## config.mk

```make
export PLATFORM = sky130hd
export DESIGN_NAME = tiled_word_ram
export DESIGN_NICKNAME = d
export VERILOG_FILES = /design/src/rtl/tiled_ram_pkg.sv /design/src/rtl/tile_row_decoder.sv /design/src/rtl/ram_tile.sv /design/src/rtl/onehot_word_mux.sv /design/src/rtl/tiled_word_ram.sv
export SDC_FILE = /design/constraint.sdc
export NUM_CORES = 1
export LEC_CHECK = 0
export ABC_AREA = 1
export BUFFER_PORTS_ARGS = -buffer_cell sky130_fd_sc_hd__buf_4
export CAP_MARGIN = 20
export CORE_ASPECT_RATIO = 1.75
export CORE_MARGIN = 4
export CORE_UTILIZATION = 63
export CTS_CLUSTER_SIZE = 40
export DETAILED_ROUTE_END_ITERATION = 6
export PLACE_DENSITY = 0.81
export SLEW_MARGIN = 20
export SYNTH_ARGS = -nofsm -noshare
export SYNTH_HDL_FRONTEND = slang
export SYNTH_HIERARCHICAL = 1
export SYNTH_SLANG_ARGS = --single-unit
```

## constraint.sdc

```tcl
create_clock -name clk -period 2 [get_ports clk]
set_input_delay 0.1 -clock clk [delete_from_list [all_inputs] [get_ports clk]]
set_output_delay 0.1 -clock clk [all_outputs]
set_load 0.02 [all_outputs]
```

## src/rtl/tiled_ram_pkg.sv

```systemverilog
package tiled_ram_pkg;

  typedef enum logic [1:0] {
    OP_IDLE  = 2'd0,
    OP_READ  = 2'd1,
    OP_WRITE = 2'd2
  } ram_op_e;

  function automatic ram_op_e op_of(input logic sel, input logic strobe);
    if (!sel)       return OP_IDLE;
    else if (strobe) return OP_WRITE;
    else            return OP_READ;
  endfunction

  // upper bit index of lane l; lane 0 holds the most significant slice
  function automatic int lane_hi(input int l, input int lanes, input int lane_w);
    return (lanes - l) * lane_w - 1;
  endfunction

endpackage

```

## src/rtl/tile_row_decoder.sv

```systemverilog
module tile_row_decoder #(
  parameter int ROWS     = 4,
  parameter int ROW_BITS = $clog2(ROWS)
) (
  input  logic                en,
  input  logic [ROW_BITS-1:0] idx,
  output logic [ROWS-1:0]     sel
);
  for (genvar r = 0; r < ROWS; r++) begin : g_out
    assign sel[r] = en && (idx == ROW_BITS'(r));
  end
endmodule

```

## src/rtl/ram_tile.sv

```systemverilog
module ram_tile #(
  parameter int AW = 4,
  parameter int W  = 8
) (
  input  logic          clk,
  input  logic          we,
  input  logic [AW-1:0] addr,
  input  logic [W-1:0]  wdata,
  output logic [W-1:0]  rdata
);
  localparam int DEPTH = 1 << AW;
  logic [W-1:0] mem [DEPTH];

  always_ff @(posedge clk) begin
    if (we) mem[addr] <= wdata;
  end

  assign rdata = mem[addr];
endmodule

```

## src/rtl/onehot_word_mux.sv

```systemverilog
module onehot_word_mux #(
  parameter int N = 4,
  parameter int W = 16
) (
  input  logic [N-1:0]        sel,
  input  logic [N-1:0][W-1:0] din,
  output logic [W-1:0]        dout
);
  always_comb begin
    dout = '0;
    for (int i = 0; i < N; i++) begin
      dout = dout | ({W{sel[i]}} & din[i]);
    end
  end
endmodule

```

## src/rtl/tiled_word_ram.sv

```systemverilog
module tiled_word_ram #(
  parameter int TILE_AW = 4,
  parameter int LANE_W  = 8,
  parameter int ROWS    = 4,
  parameter int LANES   = 2,
  localparam int ROW_BITS = $clog2(ROWS),
  localparam int ADDR_W   = TILE_AW + ROW_BITS,
  localparam int DATA_W   = LANES * LANE_W
) (
  input  logic              clk,
  input  logic              cs,
  input  logic              wr,
  input  logic [ADDR_W-1:0] addr,
  input  logic [DATA_W-1:0] wdata,
  output logic [DATA_W-1:0] rdata,
  output logic [ROWS-1:0]   row_sel
);
  import tiled_ram_pkg::*;

  ram_op_e               op;
  logic                  op_write;
  logic                  op_read;
  logic [ROW_BITS-1:0]   row_idx;
  logic [TILE_AW-1:0]    tile_addr;
  logic [ROWS-1:0]       rd_sel;
  logic [ROWS-1:0][DATA_W-1:0] row_word;

  assign op        = op_of(cs, wr);
  assign op_write  = (op == OP_WRITE);
  assign op_read   = (op == OP_READ);
  assign row_idx   = addr[ADDR_W-1:TILE_AW];
  assign tile_addr = addr[TILE_AW-1:0];

  tile_row_decoder #(.ROWS(ROWS), .ROW_BITS(ROW_BITS)) u_dec (
    .en  (cs),
    .idx (row_idx),
    .sel (row_sel)
  );

  for (genvar r = 0; r < ROWS; r++) begin : g_row
    for (genvar l = 0; l < LANES; l++) begin : g_lane
      localparam int HI = lane_hi(l, LANES, LANE_W);
      ram_tile #(.AW(TILE_AW), .W(LANE_W)) u_tile (
        .clk   (clk),
        .we    (op_write && row_sel[r]),
        .addr  (tile_addr),
        .wdata (wdata[HI -: LANE_W]),
        .rdata (row_word[r][HI -: LANE_W])
      );
    end
  end

  assign rd_sel = row_sel & {ROWS{op_read}};

  onehot_word_mux #(.N(ROWS), .W(DATA_W)) u_mux (
    .sel  (rd_sel),
    .din  (row_word),
    .dout (rdata)
  );
endmodule

```

==> results of run 1 <==
cell families (layout without fill, tap and decap cells):
logic type    count (synthesis)  in the layout  synth area share
simple gates               3072           3072             0.262
flops                      1024           1024             0.696
buf+inv                     399            668            0.0422
layout make-up:
| class | instances | area (sq um) | area share |
|---|---|---|---|
| multi-input combinational | 3072 | 12000 | 0.239 |
| timing repair buffer | 291 | 2730 | 0.0542 |
| sequential | 1024 | 30700 | 0.612 |
| clock inverter | 49 | 552 | 0.0110 |
| tap | 910 | 1140 | 0.0226 |
| clock buffer | 105 | 2240 | 0.0446 |
| inverter | 223 | 837 | 0.0166 |
worst max-delay path, delay by kind of cell (launching register included):
family                 cells  cell delay, ps
and+or+nand+nor           10             740
buffers and inverters      3             250
DFF                        1             380
Yosys cell counts (all sizes together):
master,number,share of area
nand2,2884,0.25
nor2,156,0.013
clkinv,8,0.00068
clkbuf,24,0.0020
inv,215,0.018
nand3,32,0.0036
buf,152,0.021
edfxtp,1024,0.70
power breakdown:
part	leakage (nW)	total, mW	switching, mW	internal, mW
combinational	11.1	2.96	2.14	0.824
clock	1.34	16.7	7.24	9.43
sequential	9.20	23.7	0.0105	23.6
per-layer routing:
layer | share of wire | track usage | vias to the layer above | wire length (um)
li1 | - | - | 14700 | -
met1 | 0.34 | 0.295 | 14200 | 34500
met2 | 0.53 | 0.510 | 1323 | 54700
met3 | 0.065 | 0.0299 | 359 | 6650
met4 | 0.062 | 0.155 | 0 | 6380
met5 | 0 | 0 | - | 0
through the flow:
step	area (sq um)	total power, mW	worst slack, ps	util
global route	50300	44.7	-216	0.723
detailed placement	46900	26.9	27.1	0.675
floorplan	44200	25.7	105	-
global placement	46900	26.8	44.2	0.675
finish	50300	43.3	-109	0.723
CTS	50100	43.4	-111	0.720
what timing repair did:
item / 4_1_cts / 5_1_grt
endpoints found under the setup margin: 16 / 16
cloned: 0 / 0
hold buffers: 7 / 0
resized for setup: 129 / 103
endpoints found under the hold margin: 226 / 0
pin swaps: 60 / 85
final timing paths:
path,end,cells past startpoint
max,rdata[6],13
min,g_row[0].g_lane[0].u_tile/mem[9][7]$_DFFE_PP_,1
==> metrics.cfg, run 1 <==
[timing]
max_slew.worst_pin.slew_ps = 883
fmax_mhz = 474
setup_ws_ps = -109
drv_slew = 0
period_share = 1.05
period_needed_ps = 2110
hold_viol_final = 0
tns_ps = -1150
rsz0062_at_grt = yes
whs_ps = 58.3
final-setup-viol-count = 16
max-slew-margin-rel = 0.411

[die]
core-area_sq_mm = 0.0695
die_y_um = 358
dieWidth_um = 208
num_rows = 128
initial_core_util = 0.636
dieArea_sq_mm = 0.0746
io_pins = 45

[run]
max_cap_violations = 0

[synthesis]
ys_seq_area_frac = 0.696
synth-warning-count = 6
synth_seq_cells = 1024
synthDistinctLibCells = 13
synth_nets = 4520
syn_avg_cell_area_sq_um = 9.83
synthCells = 4495
syn_area_sq_mm = 0.0442

[run_status]
violations = negative setup slack
status = complete, but fails checks

[detailed_routing]
drc = 0
wl_per_cell_um = 18.0
drt-pass1-iter-count = 6
drt_iter0_drc = 2718
drt-total-wl_um = 102000
ant_nets = 0
vias = 30500
vias_per_cell = 5.38

[clock_tree]
clock_sinks = 1024
cts_setup_buffers = 0
cts_max_path_buffers = 3
cts_made_buffers = 84
cts-root-buf = clkbuf_16
cts_max_level = 3
cts.clk_slew.worst_paths_ps = 70
cts_tree = built

[power]
leakage_nw = 21.6
power_density_mw_per_mm2 = 861
vdd_drop_max_mv = 0.844

[finish]
stdcell_count = 5674
final_cell_mix = nand2_1, edfxtp_1, buf_4
largest_register_ff_count = 1024
drive_gt1_frac = 0.130
fill_cells = 4608
top_regs = g_row.g_lane.u_tile/mem (1024)
largest-register = g_row.g_lane.u_tile/mem
antenna_cells = 0
final_common_cell = nand2_1
area_growth_pct = 13.7
layout.nets = 4721

[worst_hold_path]
hold_path.class = in2reg
min_from = wdata[15]

[critical_path]
slowest_stage = edfxtp_1
arrival_ps = 2010
cp.required_ps = 1900
crit_top_cell = nand2_1
crit_chain = nand2_1 -> nand2_1 -> nand2_1 -> nand2_1 -> nand2_1 -> nand2_1 -> inv_1 -> nand2_2 -> nand2_1 -> nand2_1 -> inv_1 -> nand2_2 -> buf_6
cp_max_fo = 1
start_kind = register
cp-end-kind = primary output
path_class = reg2out
cpPeakStageDelay_ps = 380
startpoint = g_row[3].g_lane[1].u_tile/mem[4][6]$_DFFE_PP_

[global_route]
grt_pass1_vias = 30200
grt_pass1_wl_um = 158000
grt_overflow = 0
grtUsageTotal = 0.271
grt_antenna_before_repair = 0
grt_max_degree = 67

[place]
dpl.hpwl_um = 63100
post-place-cells = 5513
io_buffer_count = 44
place_congestion = 0.925

No activity file was read; power rests on OpenSTA's default activity.
==> run 2: changes to the inputs <==
--- a/config.mk
+++ b/config.mk
@@ -8,12 +8,14 @@
 export ABC_AREA = 1
 export BUFFER_PORTS_ARGS = -buffer_cell sky130_fd_sc_hd__buf_4
 export CAP_MARGIN = 20
+export CELL_PAD_IN_SITES_DETAIL_PLACEMENT = 0
+export CELL_PAD_IN_SITES_GLOBAL_PLACEMENT = 2
 export CORE_ASPECT_RATIO = 1.75
 export CORE_MARGIN = 4
-export CORE_UTILIZATION = 63
+export CORE_UTILIZATION = 42
 export CTS_CLUSTER_SIZE = 40
 export DETAILED_ROUTE_END_ITERATION = 6
-export PLACE_DENSITY = 0.81
+export PLACE_DENSITY = 0.82
 export SLEW_MARGIN = 20
 export SYNTH_ARGS = -nofsm -noshare
 export SYNTH_HDL_FRONTEND = slang
==> run 2 against run 1 <==
Against the previous run: the run still ends with negative setup slack left; first-iteration DRC count decreased by 48%; global-route usage fell by 5.9 points; non-clock buffer count rose by 65; sequential share of layout area fell by 2.0 points; fmax is 1.2% lower; routed wire length rose by 14%; sequential power about the same; critical path depth stayed put; via count shrank 3.9%; combinational power grew 7.4%; sequential cell count unchanged; worst hold slack got worse by 8.9 ps; critical path type unchanged; critical endpoint is now rdata[8]; largest cell class unchanged; highest routed layer unchanged.
==> metrics.cfg, run 2 (synthesis results as in run 1) <==
[run_status]
status = complete, but fails checks
violations = negative setup slack

[critical_path]
crit_chain = nand2_1 -> nand2_1 -> nand2_1 -> nand2_1 -> nand2_1 -> nand2_1 -> inv_1 -> nand2_2 -> nand2_2 -> nand2_4 -> inv_1 -> nand2_1 -> buf_6
path_buf_inv = 3
path_depth = 13
path_class = reg2out
cp.required_ps = 1900
cpPeakStageDelay_ps = 420
cp_top_family = simple AND/OR/NAND/NOR gates
crit_top_cell = nand2_1
start_kind = register
arrival_ps = 2030
cp-end-kind = primary output
cp_max_fo = 1
slowest_stage = edfxtp_1

[timing]
final-setup-viol-count = 16
max_slew.worst_pin.slew_ps = 858
drv_slew = 0
period_share = 1.07
setup_ws_ps = -134
rsz0062_at_grt = yes
fmax_mhz = 469
max-slew-margin-rel = 0.428
tns_ps = -1440
hold_viol_final = 0
period_needed_ps = 2130

[place]
dp_slack_ps = 1.15
dpl.hpwl_um = 76900
placed_cell_area_sq_mm = 0.0482
place_congestion = 0.843
io_buffer_count = 44
post-place-cells = 6012

[finish]
top_regs = g_row.g_lane.u_tile/mem (1024)
final_area_sq_mm = 0.0519
post-route-util = 0.497
final_cell_mix = nand2_1, edfxtp_1, buf_4
layout.nets = 4794
largest_register_ff_count = 1024
final_common_cell = nand2_1
area_growth_pct = 17.5
drive_gt1_frac = 0.156
stdcell_count = 6188
fill_cells = 9826
largest-register = g_row.g_lane.u_tile/mem

[power]
switching_share = 0.222
clkPwrFrac = 0.393
p_sw_mw = 9.82
seqPwrFrac = 0.535
comb_power_share = 0.072
power_density_mw_per_mm2 = 850
leakage_nw = 22.1
vdd_drop_max_mv = 0.729
power.internal_mw = 34.4

[die]
dieArea_sq_mm = 0.111
core-area_sq_mm = 0.105
dieWidth_um = 253
die_y_um = 437
num_rows = 157
initial_core_util = 0.423
io_pins = 45

[detailed_routing]
drt_iter0_drc = 1415
drc = 0
vias = 29300
wl_per_cell_um = 18.9
drt-pass1-iter-count = 5
drt-total-wl_um = 117000
ant_nets = 0
vias_per_cell = 4.74

[clock_tree]
cts_max_path_buffers = 3
cts_max_level = 3
clock_sinks = 1024
cts.clk_slew.worst_paths_ps = 60
cts_made_buffers = 92
cts-root-buf = clkbuf_16
cts_tree = built
cts_setup_buffers = 0

[global_route]
grt_max_degree = 65
grt_antenna_before_repair = 1
grt_pass1_vias = 29700
grt_overflow = 0
grtUsageTotal = 0.212
grt_pass1_wl_um = 177000

[worst_hold_path]
hold_end = g_row[1].g_lane[0].u_tile/mem[15][2]$_DFFE_PP_
hold_depth = 1
min_from = wdata[10]
hold_path.class = in2reg

[run]
max_cap_violations = 0

run 2: changes by cell type in the layout (fill, tap and decap cells not counted), moves of 9 or more:
cell / before / now
buf_12: 36 / 64
clkbuf_16: 87 / 97
nand2_1: 2727 / 2670
inv_1: 155 / 143
nand2_2: 144 / 203
buf_4: 230 / 260
inv_2: 60 / 69
run 2: how the worst max path moves through the flow:
stage	startpoint	endpoint	slack (ps)
finish	g_row[0].g_lane[0].u_tile/mem[12][0]$_DFFE_PP_	rdata[8]	-130
global route	g_row[1].g_lane[0].u_tile/mem[10][6]$_DFFE_PP_	rdata[14]	-260
floorplan	addr[5]	g_row[0].g_lane[0].u_tile/mem[3][0]$_DFFE_PP_	100
CTS	g_row[0].g_lane[0].u_tile/mem[11][6]$_DFFE_PP_	rdata[14]	-250
global placement	addr[0]	rdata[4]	-30
detailed placement	addr[0]	rdata[8]	1
run 2: cell type report:
| cell class | instances | area (sq um) | area share |
|---|---|---|---|
| timing repair buffer | 356 | 3580 | 0.0690 |
| multi-input combinational | 3072 | 12200 | 0.234 |
| tap | 1351 | 1690 | 0.0325 |
| clock inverter | 42 | 403 | 0.00776 |
| clock buffer | 119 | 2510 | 0.0483 |
| sequential | 1024 | 30700 | 0.592 |
| inverter | 223 | 845 | 0.0163 |
| antenna | 1 | 2.50 | 0.0000482 |
run 2: repair_timing:
item / in CTS / in global routing
endpoints found under the setup margin: 16 / 16
endpoints found under the hold margin: 435 / 0
gates resized for setup: 129 / 173
pin swaps: 44 / 150
hold buffers: 14 / 0
run 2: per-layer routing:
metal  vias to the layer above  wire (um)  track usage
met5                         -          0            0
met4                         0       3770       0.0763
met3                       191       3480       0.0245
met2                       448      65400        0.415
met1                     13900      44100        0.232
li1                      14800          -            -
run 2: per-stage QoR:
step	hold WS [ps]	power [mW]
final	49.4	44.2
after global routing	50.8	45.9
after CTS	11.4	44.7
after detailed placement	385	27.2
after global placement	387	27.2
after floorplan	199	25.7
run 2: power by group through the flow:
stage / clock (mW) / combinational (mW) / sequential (mW)
floorplan: 0 / 1.55 / 24.1
finish: 17.3 / 3.18 / 23.7
global placement: 0 / 3.09 / 24.1
global route: 18.7 / 3.54 / 23.6
detailed placement: 0 / 3.09 / 24.1
CTS: 17.9 / 3.17 / 23.6
